### src/rtl/casc_cnt_pkg.sv
package casc_cnt_pkg;

   typedef enum logic [1:0] {
      CNT_HOLD = 2'd0,
      CNT_INC  = 2'd1,
      CNT_LOAD = 2'd2
   } cnt_op_e;

   // Load wins over both enables; counting needs both enables.
   function automatic cnt_op_e pick_op(input logic load_n,
                                       input logic en_p,
                                       input logic en_t);
      cnt_op_e op;
      if (!load_n)            op = CNT_LOAD;
      else if (en_p && en_t)  op = CNT_INC;
      else                    op = CNT_HOLD;
      return op;
   endfunction

endpackage

### src/rtl/casc_cnt_next.sv
module casc_cnt_next
   import casc_cnt_pkg::*;
#(
   parameter int W = 4
) (
   input  logic         load_n,
   input  logic         en_p,
   input  logic         en_t,
   input  logic [W-1:0] data_i,
   input  logic [W-1:0] cur_i,
   output logic [W-1:0] nxt_o
);

   localparam logic [W-1:0] ONE = W'(1);

   cnt_op_e op;

   always_comb begin
      op = pick_op(load_n, en_p, en_t);
      unique case (op)
         CNT_LOAD: nxt_o = data_i;
         CNT_INC:  nxt_o = cur_i + ONE;
         default:  nxt_o = cur_i;
      endcase
   end

endmodule

### src/rtl/casc_cnt_stage.sv
module casc_cnt_stage #(
   parameter int W = 4
) (
   input  logic         clk,
   input  logic         clr_n,
   input  logic         load_n,
   input  logic         en_p,
   input  logic         en_t,
   input  logic [W-1:0] data_i,
   output logic [W-1:0] cnt_o,
   output logic         carry_o
);

   localparam logic [W-1:0] ALL_ONES = '1;

   if (W < 1) begin : g_bad_w
      $error("casc_cnt_stage: W must be at least 1");
   end

   logic [W-1:0] cnt_q;
   logic [W-1:0] cnt_d;

   casc_cnt_next #(.W(W)) u_next (
      .load_n (load_n),
      .en_p   (en_p),
      .en_t   (en_t),
      .data_i (data_i),
      .cur_i  (cnt_q),
      .nxt_o  (cnt_d)
   );

   always_ff @(posedge clk or negedge clr_n) begin
      if (!clr_n) cnt_q <= '0;
      else        cnt_q <= cnt_d;
   end

   assign cnt_o   = cnt_q;
   assign carry_o = en_t & (cnt_q == ALL_ONES);

   // held at zero while clear is low
   assert_clear_zero_R1: assert property (@(posedge clk)
      !clr_n |-> (cnt_o == '0));

   // load copies the data word
   assert_load_copy_R2: assert property (@(posedge clk) disable iff (!clr_n)
      !load_n |=> (cnt_o == $past(data_i)));

   // count by one (wrapping, R5) when both enables are high
   assert_count_step_R3: assert property (@(posedge clk) disable iff (!clr_n)
      (load_n && en_p && en_t) |=> (cnt_o == W'($past(cnt_o) + W'(1))));

   // hold when either enable is low
   assert_hold_R4: assert property (@(posedge clk) disable iff (!clr_n)
      (load_n && !(en_p && en_t)) |=> $stable(cnt_o));

   // carry only with T high and the stage full
   assert_carry_full_R6: assert property (@(posedge clk) disable iff (!clr_n)
      carry_o |-> (en_t && (cnt_o == ALL_ONES)));

endmodule

### src/rtl/casc_cnt_chain.sv
module casc_cnt_chain #(
   parameter int STAGE_W   = 4,
   parameter int N_STAGES  = 3,
   parameter bit LOOKAHEAD = 1'b1
) (
   input  logic                          clk,
   input  logic                          clr_n,
   input  logic                          load_n,
   input  logic                          cnt_en_p,
   input  logic                          cnt_en_t,
   input  logic [STAGE_W*N_STAGES-1:0]   load_data_i,
   output logic [STAGE_W*N_STAGES-1:0]   count_o,
   output logic [N_STAGES-1:0]           stage_carry_o,
   output logic                          term_cnt_o
);

   localparam int TOTAL_W = STAGE_W * N_STAGES;
   localparam logic [TOTAL_W-1:0] FULL = '1;

   if (STAGE_W < 1) begin : g_bad_sw
      $error("casc_cnt_chain: STAGE_W must be at least 1");
   end
   if (N_STAGES < 1) begin : g_bad_ns
      $error("casc_cnt_chain: N_STAGES must be at least 1");
   end

   for (genvar k = 0; k < N_STAGES; k++) begin : g_st
      logic               t_en;
      logic               car;
      logic [STAGE_W-1:0] q;

      if (k == 0) begin : g_first
         assign t_en = cnt_en_t;
      end else if (LOOKAHEAD) begin : g_look
         // parallel term over all lower bits
         assign t_en = cnt_en_t & (&count_o[k*STAGE_W-1:0]);
      end else begin : g_serial
         assign t_en = g_st[k-1].car;
      end

      casc_cnt_stage #(.W(STAGE_W)) u_stage (
         .clk     (clk),
         .clr_n   (clr_n),
         .load_n  (load_n),
         .en_p    (cnt_en_p),
         .en_t    (t_en),
         .data_i  (load_data_i[k*STAGE_W +: STAGE_W]),
         .cnt_o   (q),
         .carry_o (car)
      );

      assign count_o[k*STAGE_W +: STAGE_W] = q;
      assign stage_carry_o[k]              = car;
   end

   assign term_cnt_o = g_st[N_STAGES-1].car;

   // the chain steps as one value, all stages on one edge
   assert_chain_step_R3: assert property (@(posedge clk) disable iff (!clr_n)
      (load_n && cnt_en_p && cnt_en_t) |=>
         (count_o == TOTAL_W'($past(count_o) + TOTAL_W'(1))));

   // terminal flag means full count with the entry enable high
   assert_term_full_R7: assert property (@(posedge clk) disable iff (!clr_n)
      term_cnt_o |-> (cnt_en_t && (count_o == FULL)));

   // whole chain at zero while clear is low
   assert_chain_clear_R1: assert property (@(posedge clk)
      !clr_n |-> (count_o == '0));

endmodule

### config.mk
export PLATFORM = sky130hd
export DESIGN_NAME = casc_cnt_chain
export DESIGN_NICKNAME = d
export VERILOG_FILES = /design/src/rtl/casc_cnt_pkg.sv /design/src/rtl/casc_cnt_next.sv /design/src/rtl/casc_cnt_stage.sv /design/src/rtl/casc_cnt_chain.sv
export SDC_FILE = /design/constraint.sdc
export NUM_CORES = 1
export LEC_CHECK = 0
export ABC_AREA = 0
export BUFFER_PORTS_ARGS = -buffer_cell sky130_fd_sc_hd__buf_4
export CORE_MARGIN = 8
export CORE_UTILIZATION = 40
export DETAILED_ROUTE_END_ITERATION = 12
export PLACE_DENSITY = 0.76
export SYNTH_ARGS = -nofsm -noshare
export SYNTH_HDL_FRONTEND = slang
export SYNTH_SLANG_ARGS = --single-unit
### constraint.sdc
create_clock -name clk -period 1.4 [get_ports clk]
set_input_delay 0.28 -clock clk [delete_from_list [all_inputs] [get_ports clk]]
set_output_delay 0.28 -clock clk [all_outputs]
set_load 0.1 [all_outputs]
-- Word level (Yosys, flattened, before mapping)
Index checks and enable logic that the tools add are counted.
- $add $sub $neg: 3
- eq/ne operators: 9
- multiplexer cells: 9
- bitwise operators: 5
- reductions and logical operators: 8
- operator list (operator ; count):
    case mux 4 bit (2 select lines) ; 3
    adder 4 x 1 -> 4 bit (second input constant) ; 3
    == test 4 bit (second input constant) ; 3
    AND reduction 8 bit ; 1
    == test 2 x 1 -> 1 bit (second input constant) ; 3
    == test 2 bit (second input constant) ; 3
    2-to-1 mux 2 bit ; 3
    nonzero test 2 bit ; 3
    bitwise AND 1 bit ; 5
    AND reduction 4 bit ; 1
    logical AND 1 bit ; 3
    2-to-1 mux 1 bit ; 3
- bits in registers: 12
- input bits: 17
- output and inout port bits: 16
- logic and storage cells: 37

-- Depth between registers and ports, before layout
Gate-level depths: netlist (run 1).
- depth in word-level cells: 7
- depth in mapped cells: 5
- mapped depth without buffers: 5

-- Cells and area by module
From an unflattened synthesis (run 1), not the netlist that was laid out.
- cells, all modules: 83
- area, all modules: 716.9 um2
- modules (own cells, without submodules) (module ; instances ; cells each ; area an instance (um2) ; seq. area each (um2)):
    casc_cnt_stage ; 3 ; 7 ; 112.6 ; 100.1
    casc_cnt_next ; 3 ; 18 ; 107.6 ; 0.0
    casc_cnt_chain ; 1 ; 8 ; 56.3 ; 0.0

-- Least setup slack after synthesis (run 1)
Ideal clock, no wire load.
- path type: flip-flop to output port
- start: register g_st[0].u_stage.cnt_q[0]
- end: output stage_carry_o[2]
- data arrival time: 2.919 ns
- slack: -1.799 ns
- stages on the path, launching flop included: 6
- buffers on the path: 1
- path through: dfrtp_1 -> ha_1 -> and4_4 -> and2_2 -> and4_1 -> buf_4
- word-level cells in the longest chain between the ends: 3
- RTL lines (item ; RTL line ; text):
    from (decl) ; casc_cnt_stage.sv:20 ; logic [W-1:0] cnt_q;
    from (signal assigned) ; casc_cnt_stage.sv:34 ; else cnt_q <= cnt_d;
    AND reduction 8 bit ; casc_cnt_chain.sv:36 ; assign t_en = cnt_en_t & (&count_o[k*STAGE_W-1:0]);
    bitwise AND 1 bit ; casc_cnt_chain.sv:36 ;
    bitwise AND 1 bit ; casc_cnt_stage.sv:38 ; assign carry_o = en_t & (cnt_q == ALL_ONES);
    to (decl) ; casc_cnt_chain.sv:13 ; output logic [N_STAGES-1:0] stage_carry_o,
Every way passes these cells.

-- Final worst setup path (run 1)
- start: register g_st[0].u_stage.cnt_q[1]
- end: output stage_carry_o[2]
Same word-level chain as after synthesis.

==> flow_metrics.env, run 1 <==
export IMPL_critical_path_slowest_cell="sky130_fd_sc_hd__dfrtp_4"
export IMPL_tritoncts="built"
export IMPL_power_leakage_nw=0.610
export IMPL_synth_net_count=94
export IMPL_critical_path_endpoint_type="output pin"
export IMPL_vdd_ir_drop_worst_v=0.000733
export IMPL_synth_top_area_cell="sky130_fd_sc_hd__dfrtp_1"
export IMPL_synth_yosys_seq_area_share_pct=41.7
export IMPL_worst_path_most_repeated_cell="sky130_fd_sc_hd__and4_4"
export IMPL_n_antenna_cell=0
export IMPL_mostFrequentLayoutCells="sky130_fd_sc_hd__buf_4 (38), sky130_fd_sc_hd__nor2_1 (11), sky130_fd_sc_hd__buf_12 (8), sky130_fd_sc_hd__a21oi_1 (7), sky130_fd_sc_hd__dfrtp_2 (6)"
export IMPL_worst_endpoint_required_ns=1.12
export IMPL_synthesis_area_per_instance_um2=9.72
export IMPL_cts_clk_slew_worst_paths_ns=0.07
export IMPL_critical_path_cell_chain="ha_4 -> and4_4 -> and2_4 -> and4_4 -> buf_12"
export IMPL_cts_root_buf="sky130_fd_sc_hd__clkbuf_4"
export IMPL_clock_skew_final_ns=0.000786
export IMPL_power_per_cell_area_mw_per_mm2=996
export IMPL_grt_pass1_wl_um=3780
export IMPL_rows=15
export IMPL_crit_path_max_fanout=2
export IMPL_worstSetupStartpointType="flip-flop"
export IMPL_post_route_cells_drive_above_1_share_pct=65.1
export IMPL_fin_cells=151
export IMPL_io_buffers=32
export IMPL_result_of_the_run="complete, but fails checks"
export IMPL_design_die_area_mm2=0.00341
export IMPL_finalWirelength_um=2280
export IMPL_criticalPathCategory="reg2out"
export IMPL_num_nets_final=147
export IMPL_synth_cells=74
export IMPL_cts_htree_levels=1
export IMPL_ys_types=26
export IMPL_globalRoute_totalOverflow=0
export IMPL_dp_worst_setup_slack_ns=-0.281
export IMPL_timing_final_crit_period_ns=1.87
export IMPL_synth_seq_cells=12
export IMPL_cts_sink_count=12
export IMPL_max_reg_flops=12
export IMPL_min_delay_path_class="in2reg"
export IMPL_slew_viol_final=0
export IMPL_setup_viol=10
export IMPL_share_of_the_synthesized_area_in_the_top_cell_type_pct=41.7
export IMPL_layout_commonest_cell="sky130_fd_sc_hd__buf_4"
export IMPL_most_area_consuming_cells_after_synthesis="sky130_fd_sc_hd__dfrtp_1 (42%), sky130_fd_sc_hd__nor2_1 (6.3%), sky130_fd_sc_hd__a21oi_1 (5.6%)"
export IMPL_tightestPinTransition_ns=0.281
export IMPL_critical_path_max_stage_delay_ns=0.43
export IMPL_failed_checks="negative setup slack"
export IMPL_finalHoldViolCount=0
export IMPL_gp_congestion=0.782
export IMPL_post_drt_via_cell_ratio=4.81
export IMPL_antenna_found_initial=0
export IMPL_critical_path_data_arrival_time_ns=1.59
export IMPL_detailed_place_hpwl_um=1650
export IMPL_syn_cell_area_um2=719
export IMPL_detail_route_iter0_violations=5
export IMPL_yosys_warnings=0
export IMPL_top_ports=33
export IMPL_detailedRoute_firstPassIterationCount=3
export IMPL_track_usage_pct=13.8
export IMPL_die_w_um=58.4
export IMPL_first_global_vias=831
export IMPL_unrepaired_setup_endpoints_after_global_routing="yes"
export IMPL_post_route_worst_setup_slack_ns=-0.473
export IMPL_numCtsBuffers=3
export IMPL_post_route_period_util_pct=134
export IMPL_placed_instances=141
export IMPL_grt_start_max_net_pins=19
export IMPL_die_height_um=58.4
export IMPL_vias=727
export IMPL_post_route_drc_violation_count=0
export IMPL_wl_per_cell_um=15.1
export IMPL_cap_violations=0
export IMPL_slew_limit_headroom_pct=81.4
export IMPL_clk_path_buf_depth=2
export IMPL_final_ant_viol_nets=0
export IMPL_max_freq_mhz=534
export IMPL_core_area_mm2=0.00171
export IMPL_worstSkewPairLatency_ns=0.27
export IMPL_fillers=99
export IMPL_area_growth_synth_to_final_pct=92.5
export IMPL_floorplan_initialDensity_pct=42.1
logic make-up after synthesis:
group	count (synthesis)	share of synthesized area, %
AO/OA/AOI/OAI	15	16.0
XOR/XNOR	7	8.52
adder cells (fa/ha/maj)	3	5.22
buffers and inverters	7	5.39
flip-flops	12	41.7
multiplexers	2	2.78
AND/OR/NAND/NOR	28	20.3
stage by stage:
stage	hold WS [ns]	instance area (µm²)	setup TNS, ns	power, mW	utilization, %
floorplan	-0.0156	805	-2.60	0.854	-
global placement	0.130	1140	-1.30	1.04	67.0
detailed placement	0.129	1140	-1.45	1.06	67.0
CTS	0.235	1300	-2.91	1.34	76.3
global route	0.247	1390	-3.60	1.45	81.1
finish	0.244	1390	-2.97	1.38	81.1
synth_stat cells (all sizes together):
| cell | count |
|---|---|
| xor2 | 3 |
| nor2 | 12 |
| o2bb2ai | 1 |
| a21oi | 8 |
| nand2b | 1 |
| nand3 | 3 |
| nand2 | 2 |
| and4 | 2 |
| inv | 2 |
| and2 | 2 |
| buf | 5 |
| and3 | 3 |
| nor3 | 1 |
| xnor2 | 4 |
| mux2i | 2 |
| o21bai | 1 |
| a31oi | 1 |
| dfrtp | 12 |
| ha | 3 |
| a21o | 1 |
| nand4 | 2 |
| a221o | 3 |
layout make-up:
| type | count | area (µm²) | area share (%) |
|---|---|---|---|
| repair buffers | 53 | 527 | 38.0 |
| flip-flops and latches | 12 | 327 | 23.6 |
| inverters | 2 | 7.51 | 0.542 |
| clock buffers | 4 | 26.3 | 1.90 |
| multi-input cells | 55 | 467 | 33.7 |
| well taps | 25 | 31.3 | 2.26 |
final timing paths:
check | startpoint | to | slack (ns) | cells after the start
min reg2reg | g_st[2].u_stage.cnt_o[2] | g_st[2].u_stage.cnt_o[2] | 0.54 | 1
max | g_st[0].u_stage.cnt_o[1] | stage_carry_o[2] | -0.47 | 5
max in group asynchronous | clr_n | g_st[1].u_stage.cnt_o[0] | 0.84 | 2
min | load_data_i[9] | g_st[2].u_stage.cnt_o[1] | 0.24 | 2
min in group asynchronous | clr_n | g_st[0].u_stage.cnt_o[2] | 0.39 | 2
max reg2reg | g_st[0].u_stage.cnt_o[1] | g_st[2].u_stage.cnt_o[3] | -0.29 | 7
where the power goes:
part           switching, mW  total, mW  internal (mW)
combinational          0.452      0.729          0.277
sequential            0.0317      0.427          0.396
clock                  0.113      0.223          0.110
total                  0.596       1.38          0.783
layer usage:
layer	vias to the layer above	global-route usage, %	wire length, µm
met5	-	0	0
met4	0	1.05	0
met3	0	6.30	138
met2	19	24.9	1250
met1	345	14.7	893
li1	363	-	-
worst max-delay path: cells and delay by family (launching register included):
kind                     cells  cell delay, ns
AND/OR/NAND/NOR              3            0.58
adder cells (fa/ha/maj)      1            0.13
buffers and inverters        1            0.18
flip-flops                   1            0.43
repair_timing:
action / CTS / global route
cloned: 0 / 0
hold buffers: 1 / 0
hold endpoints to repair: 12 / 0
buffers inserted: 5 / 2
gates resized for setup: 22 / 17
pin swaps: 8 / 9
setup endpoints to repair: 14 / 15
(Power assumes the default switching activity.)
==> run 2: changes to the inputs <==
--- a/config.mk
+++ b/config.mk
@@ -8,9 +8,9 @@
 export ABC_AREA = 0
 export BUFFER_PORTS_ARGS = -buffer_cell sky130_fd_sc_hd__buf_4
 export CORE_MARGIN = 8
-export CORE_UTILIZATION = 40
+export CORE_UTILIZATION = 48
 export DETAILED_ROUTE_END_ITERATION = 12
-export PLACE_DENSITY = 0.76
+export PLACE_DENSITY = 0.85
 export SYNTH_ARGS = -nofsm -noshare
 export SYNTH_HDL_FRONTEND = slang
 export SYNTH_SLANG_ARGS = --single-unit
==> constraint.sdc (replaced) <==
create_clock -name clk -period 2.3 [get_ports clk]
set_input_delay 0.46 -clock clk [delete_from_list [all_inputs] [get_ports clk]]
set_output_delay 0.46 -clock clk [all_outputs]
set_load 0.1 [all_outputs]
==> flow_metrics.env, run 2 (synthesized netlist as in run 1, its figures left out) <==
export IMPL_cts_clk_slew_worst_paths_ns=0.08
export IMPL_detailedRoute_firstPassIterationCount=6
export IMPL_max_freq_mhz=449
export IMPL_detailed_place_hpwl_um=1540
export IMPL_critical_path_data_arrival_time_ns=1.77
export IMPL_max_reg_flops=12
export IMPL_power_per_cell_area_mw_per_mm2=737
export IMPL_route_layer_met1_wl_um=680
export IMPL_globalRoute_totalOverflow=0
export IMPL_power_leakage_nw=0.465
export IMPL_first_global_vias=717
export IMPL_post_route_cells_drive_above_1_share_pct=51.4
export IMPL_track_usage_pct=13.4
export IMPL_post_route_drc_violation_count=0
export IMPL_vdd_ir_drop_worst_v=0.000432
export IMPL_placed_instances=117
export IMPL_routed_top_layer="met4"
export IMPL_wl_per_cell_um=15.7
export IMPL_final_ant_viol_nets=0
export IMPL_num_nets_final=126
export IMPL_finalHoldViolCount=0
export IMPL_switching_power_uw=338
export IMPL_setup_viol=0
export IMPL_cts_htree_levels=1
export IMPL_timing_final_crit_period_ns=2.23
export IMPL_post_cts_buffers=0
export IMPL_setup_tns_after_final_layout_ns=0
export IMPL_finalWirelength_um=1910
export IMPL_rows=14
export IMPL_fin_cells=121
export IMPL_die_height_um=54.7
export IMPL_post_route_period_util_pct=96.8
export IMPL_slew_viol_final=0
export IMPL_antenna_found_initial=0
export IMPL_result_of_the_run="completed"
export IMPL_holdBufCountCts=0
export IMPL_worstSkewPairLatency_ns=0.27
export IMPL_die_w_um=54.7
export IMPL_unrepaired_setup_endpoints_after_global_routing="no"
export IMPL_post_route_worst_setup_slack_ns=0.0741
export IMPL_fillers=123
export IMPL_detail_route_iter0_violations=10
export IMPL_cts_repair_resized=0
export IMPL_core_area_mm2=0.00145
export IMPL_worstSetupStartpoint="g_st[1].u_stage.cnt_o[0]"
export IMPL_slew_limit_headroom_pct=81.0
export IMPL_dp_worst_setup_slack_ns=0.371
export IMPL_power_report_internal_total_uw=427
export IMPL_share_of_power_burned_in_registers_pct=35.7
export IMPL_worst_endpoint_required_ns=1.84
export IMPL_dr_wl_met2_um=981
export IMPL_tritoncts="built"
export IMPL_cap_violations=0
export IMPL_clk_path_buf_depth=2
export IMPL_n_antenna_cell=0
export IMPL_critical_path_endpoint_type="output pin"
export IMPL_design_die_area_mm2=0.00299
export IMPL_swShare_pct=44.2
export IMPL_numCtsBuffers=3
export IMPL_top_ports=33
export IMPL_gp_congestion=0.800
export IMPL_area_growth_synth_to_final_pct=44.3
export IMPL_crit_path_max_fanout=4
export IMPL_vias=663
export IMPL_cts_root_buf="sky130_fd_sc_hd__clkbuf_4"
export IMPL_cts_sink_count=12
export IMPL_worstSetupStartpointType="flip-flop"
export IMPL_io_buffers=32
export IMPL_mostFrequentLayoutCells="sky130_fd_sc_hd__buf_4 (32), sky130_fd_sc_hd__nor2_1 (12), sky130_fd_sc_hd__a21oi_1 (8), sky130_fd_sc_hd__dfrtp_4 (5), sky130_fd_sc_hd__dfrtp_2 (5)"
export IMPL_floorplan_initialDensity_pct=49.5
export IMPL_clock_skew_final_ns=0.00268
export IMPL_grt_start_max_net_pins=19
export IMPL_grt_pass1_wl_um=2980
export IMPL_min_delay_path_class="in2async"
export IMPL_layout_commonest_cell="sky130_fd_sc_hd__buf_4"
export IMPL_met3WireLength_um=215
export IMPL_criticalPathCategory="reg2out"
export IMPL_post_drt_via_cell_ratio=5.48
export IMPL_power_frac_clock_pct=22.2
export IMPL_tightestPinTransition_ns=0.287
export IMPL_r2r_start="g_st[1].u_stage.cnt_o[0]"
export IMPL_combinationalPowerShare_pct=42.1
-- run 2: cell types whose count changed in the layout (fill, tap and decap cells not counted), sizes merged --
| cell | delta |
|---|---|
| buf | -20 |
| dlygate4sd3 | -1 |
-- run 2: stage by stage --
stage | power, mW | hold slack (ns) | instance area [µm²] | utilization (%)
3_3_place_gp | 0.592 | 0.309 | 1000 | 68.9
5_1_grt | 0.801 | 0.00563 | 1040 | 71.4
3_5_place_dp | 0.602 | 0.311 | 1000 | 68.9
4_1_cts | 0.769 | 0.0125 | 1040 | 71.4
6_report | 0.765 | 0.00957 | 1040 | 71.4
2_1_floorplan | 0.515 | 0.164 | 786 | -
-- run 2: final cells by class --
type	count	area, µm²	share of cell area [%]
clock buffer	4	36.3	3.49
inverter	2	7.51	0.723
multi-input combinational	55	409	39.4
sequential	12	325	31.3
tap	16	20.0	1.93
timing repair buffer	32	240	23.1
-- run 2: critical path: stages (launching register included) --
cell                      delay (ns)
sky130_fd_sc_hd__dfrtp_4        0.45
sky130_fd_sc_hd__ha_4           0.13
sky130_fd_sc_hd__and3_1         0.23
sky130_fd_sc_hd__and2_4         0.17
sky130_fd_sc_hd__and4_4         0.22
sky130_fd_sc_hd__buf_4          0.28
-- run 2: power by group through the flow --
stage | Clock (mW) | Combinational [mW] | Sequential [mW]
after floorplan | 0 | 0.0806 | 0.435
after global placement | 0 | 0.316 | 0.275
after detailed placement | 0 | 0.324 | 0.277
after CTS | 0.172 | 0.325 | 0.273
after global routing | 0.185 | 0.339 | 0.278
final | 0.170 | 0.322 | 0.273
-- run 2: final timing paths --
check | slack, ns | cells after the start | endpoint
worst max-delay path | 0.07 | 5 | stage_carry_o[2]
worst min-delay path | 0.01 | 1 | g_st[0].u_stage.cnt_o[2]
worst max register to register | 0.77 | 5 | g_st[2].u_stage.cnt_o[3]
worst min register to register | 0.56 | 1 | g_st[2].u_stage.cnt_o[1]
max in group asynchronous | 2.11 | 1 | g_st[1].u_stage.cnt_o[1]
min in group clk | 0.42 | 2 | g_st[2].u_stage.cnt_o[3]
-- run 2: per-layer routing --
layer / vias to the layer above / GRT usage (%)
met5: - / 0
met4: 0 / 5.33
li1: 324 / -
met1: 308 / 12.6
met3: 4 / 6.52
met2: 27 / 24.3
==> run 3: changes to the inputs <==
--- a/config.mk
+++ b/config.mk
@@ -10,6 +10,7 @@
 export CORE_MARGIN = 8
 export CORE_UTILIZATION = 48
 export DETAILED_ROUTE_END_ITERATION = 12
+export HOLD_SLACK_MARGIN = 0.06
 export PLACE_DENSITY = 0.85
 export SYNTH_ARGS = -nofsm -noshare
 export SYNTH_HDL_FRONTEND = slang
==> flow_metrics.env, run 3 (synthesized netlist as in run 1, its figures left out) <==
export IMPL_n_antenna_cell=0
export IMPL_post_route_drc_violation_count=0
export IMPL_worst_endpoint_required_ns=1.84
export IMPL_critical_path_top_delay_family="simple AND/OR/NAND/NOR gates"
export IMPL_slew_viol_final=0
export IMPL_cts_sink_count=12
export IMPL_max_reg_flops=12
export IMPL_top_ports=33
export IMPL_mostFrequentLayoutCells="sky130_fd_sc_hd__buf_4 (32), sky130_fd_sc_hd__nor2_1 (12), sky130_fd_sc_hd__a21oi_1 (8), sky130_fd_sc_hd__dfrtp_4 (5), sky130_fd_sc_hd__dfrtp_2 (5)"
export IMPL_power_per_cell_area_mw_per_mm2=731
export IMPL_io_buffers=32
export IMPL_fillers=120
export IMPL_design_die_area_mm2=0.00299
export IMPL_min_delay_path_class="in2reg"
export IMPL_dp_worst_setup_slack_ns=0.371
export IMPL_grt_start_max_net_pins=19
export IMPL_vias=665
export IMPL_setup_viol=0
export IMPL_worstSkewPairLatency_ns=0.27
export IMPL_antenna_found_initial=0
export IMPL_area_growth_synth_to_final_pct=45.7
export IMPL_post_route_worst_setup_slack_ns=0.0758
export IMPL_timing_final_crit_period_ns=2.22
export IMPL_placed_instances=117
export IMPL_finalWirelength_um=1910
export IMPL_setup_tns_after_final_layout_ns=0
export IMPL_cts_repair_resized=0
export IMPL_critical_path_slowest_cell="sky130_fd_sc_hd__dfrtp_4"
export IMPL_globalRoute_totalOverflow=0
export IMPL_finalHoldViolCount=0
export IMPL_clock_skew_final_ns=0.00255
export IMPL_rows=14
export IMPL_num_nets_final=127
export IMPL_placement_cell_area_mm2=0.00100
export IMPL_first_global_vias=721
export IMPL_crit_path_max_fanout=4
export IMPL_tritoncts="built"
export IMPL_cts_clk_slew_worst_paths_ns=0.08
export IMPL_post_drt_via_cell_ratio=5.45
export IMPL_cap_violations=0
export IMPL_detailedRoute_firstPassIterationCount=4
export IMPL_wl_per_cell_um=15.6
export IMPL_numCtsBuffers=3
export IMPL_post_route_cells_drive_above_1_share_pct=50.9
export IMPL_floorplan_initialDensity_pct=49.5
export IMPL_fin_cells=122
export IMPL_grt_pass1_wl_um=3010
export IMPL_cts_root_buf="sky130_fd_sc_hd__clkbuf_4"
export IMPL_core_area_mm2=0.00145
export IMPL_result_of_the_run="completed"
export IMPL_die_height_um=54.7
export IMPL_vdd_ir_drop_worst_v=0.000432
export IMPL_critical_path_endpoint_type="output pin"
export IMPL_critical_path_cell_chain="ha_4 -> and3_1 -> and2_4 -> and4_4 -> buf_4"
export IMPL_final_ant_viol_nets=0
export IMPL_detail_route_iter0_violations=10
export IMPL_gp_congestion=0.800
export IMPL_critical_path_max_stage_delay_ns=0.45
export IMPL_track_usage_pct=13.5
export IMPL_final_core_utilization_pct=72.1
export IMPL_detailed_place_hpwl_um=1540
export IMPL_post_route_cell_area_mm2=0.00105
export IMPL_clk_path_buf_depth=2
export IMPL_post_route_period_util_pct=96.7
export IMPL_slew_limit_headroom_pct=81.1
export IMPL_unrepaired_setup_endpoints_after_global_routing="no"
export IMPL_criticalPathCategory="reg2out"
export IMPL_power_leakage_nw=0.470
export IMPL_worst_hold_slack_ns=0.424
export IMPL_max_freq_mhz=450
export IMPL_totalPowerFinal_uw=766
export IMPL_tightestPinTransition_ns=0.286
export IMPL_die_w_um=54.7
export IMPL_cts_htree_levels=1
export IMPL_critical_path_data_arrival_time_ns=1.76
export IMPL_layout_commonest_cell="sky130_fd_sc_hd__buf_4"
export IMPL_critical_path_n_buffers_inverters=1
export IMPL_worstSetupStartpointType="flip-flop"
run 3: timing repair:
item,in CTS,in global routing
hold buffers,1,0
endpoints found under the hold margin,12,0
buffers inserted,0,0
run 3: final cells by class:
| class | count | area [µm²] | area share [%] |
|---|---|---|---|
| inverter | 2 | 7.51 | 0.716 |
| tap | 16 | 20.0 | 1.91 |
| timing repair buffer | 33 | 250 | 23.9 |
| multi-input combinational | 55 | 409 | 39.0 |
| sequential | 12 | 325 | 31.0 |
| clock buffer | 4 | 36.3 | 3.46 |
run 3: worst reg2reg max path: stages (launching register included):
cell and delay [ns]:
sky130_fd_sc_hd__dfrtp_4 0.51, sky130_fd_sc_hd__ha_4 0.17, sky130_fd_sc_hd__and3_1 0.19, sky130_fd_sc_hd__nand4_1 0.22, sky130_fd_sc_hd__nor2_1 0.08, sky130_fd_sc_hd__a221o_1 0.26
run 3: path summary, 6_finish.rpt:
path | slack (ns) | startpoint | end | depth (start not counted)
worst max-delay path | 0.08 | g_st[1].u_stage.cnt_o[0] | stage_carry_o[2] | 5
worst min-delay path | 0.42 | load_data_i[11] | g_st[2].u_stage.cnt_o[3] | 2
worst max register to register | 0.77 | g_st[1].u_stage.cnt_o[0] | g_st[2].u_stage.cnt_o[3] | 5
worst min register to register | 0.56 | g_st[2].u_stage.cnt_o[1] | g_st[2].u_stage.cnt_o[1] | 1
max in group asynchronous | 1.57 | clr_n | g_st[1].u_stage.cnt_o[1] | 2
min in group asynchronous | 0.56 | clr_n | g_st[0].u_stage.cnt_o[2] | 2
run 3: per-layer routing:
| layer | wire length [µm] | track usage [%] | share of wire [%] |
|---|---|---|---|
| met1 | 661 | 12.6 | 35 |
| met2 | 993 | 24.7 | 52 |
| met3 | 226 | 6.52 | 12 |
| met4 | 27 | 5.33 | 1.4 |
| met5 | 0 | 0 | 0 |
run 3: report_power, final:
part | total (mW) | switching (mW) | internal (mW) | leakage, nW
registers | 0.273 | 0.0320 | 0.241 | 0.130
clock network | 0.170 | 0.0733 | 0.0962 | 0.0210
logic | 0.323 | 0.232 | 0.0910 | 0.319
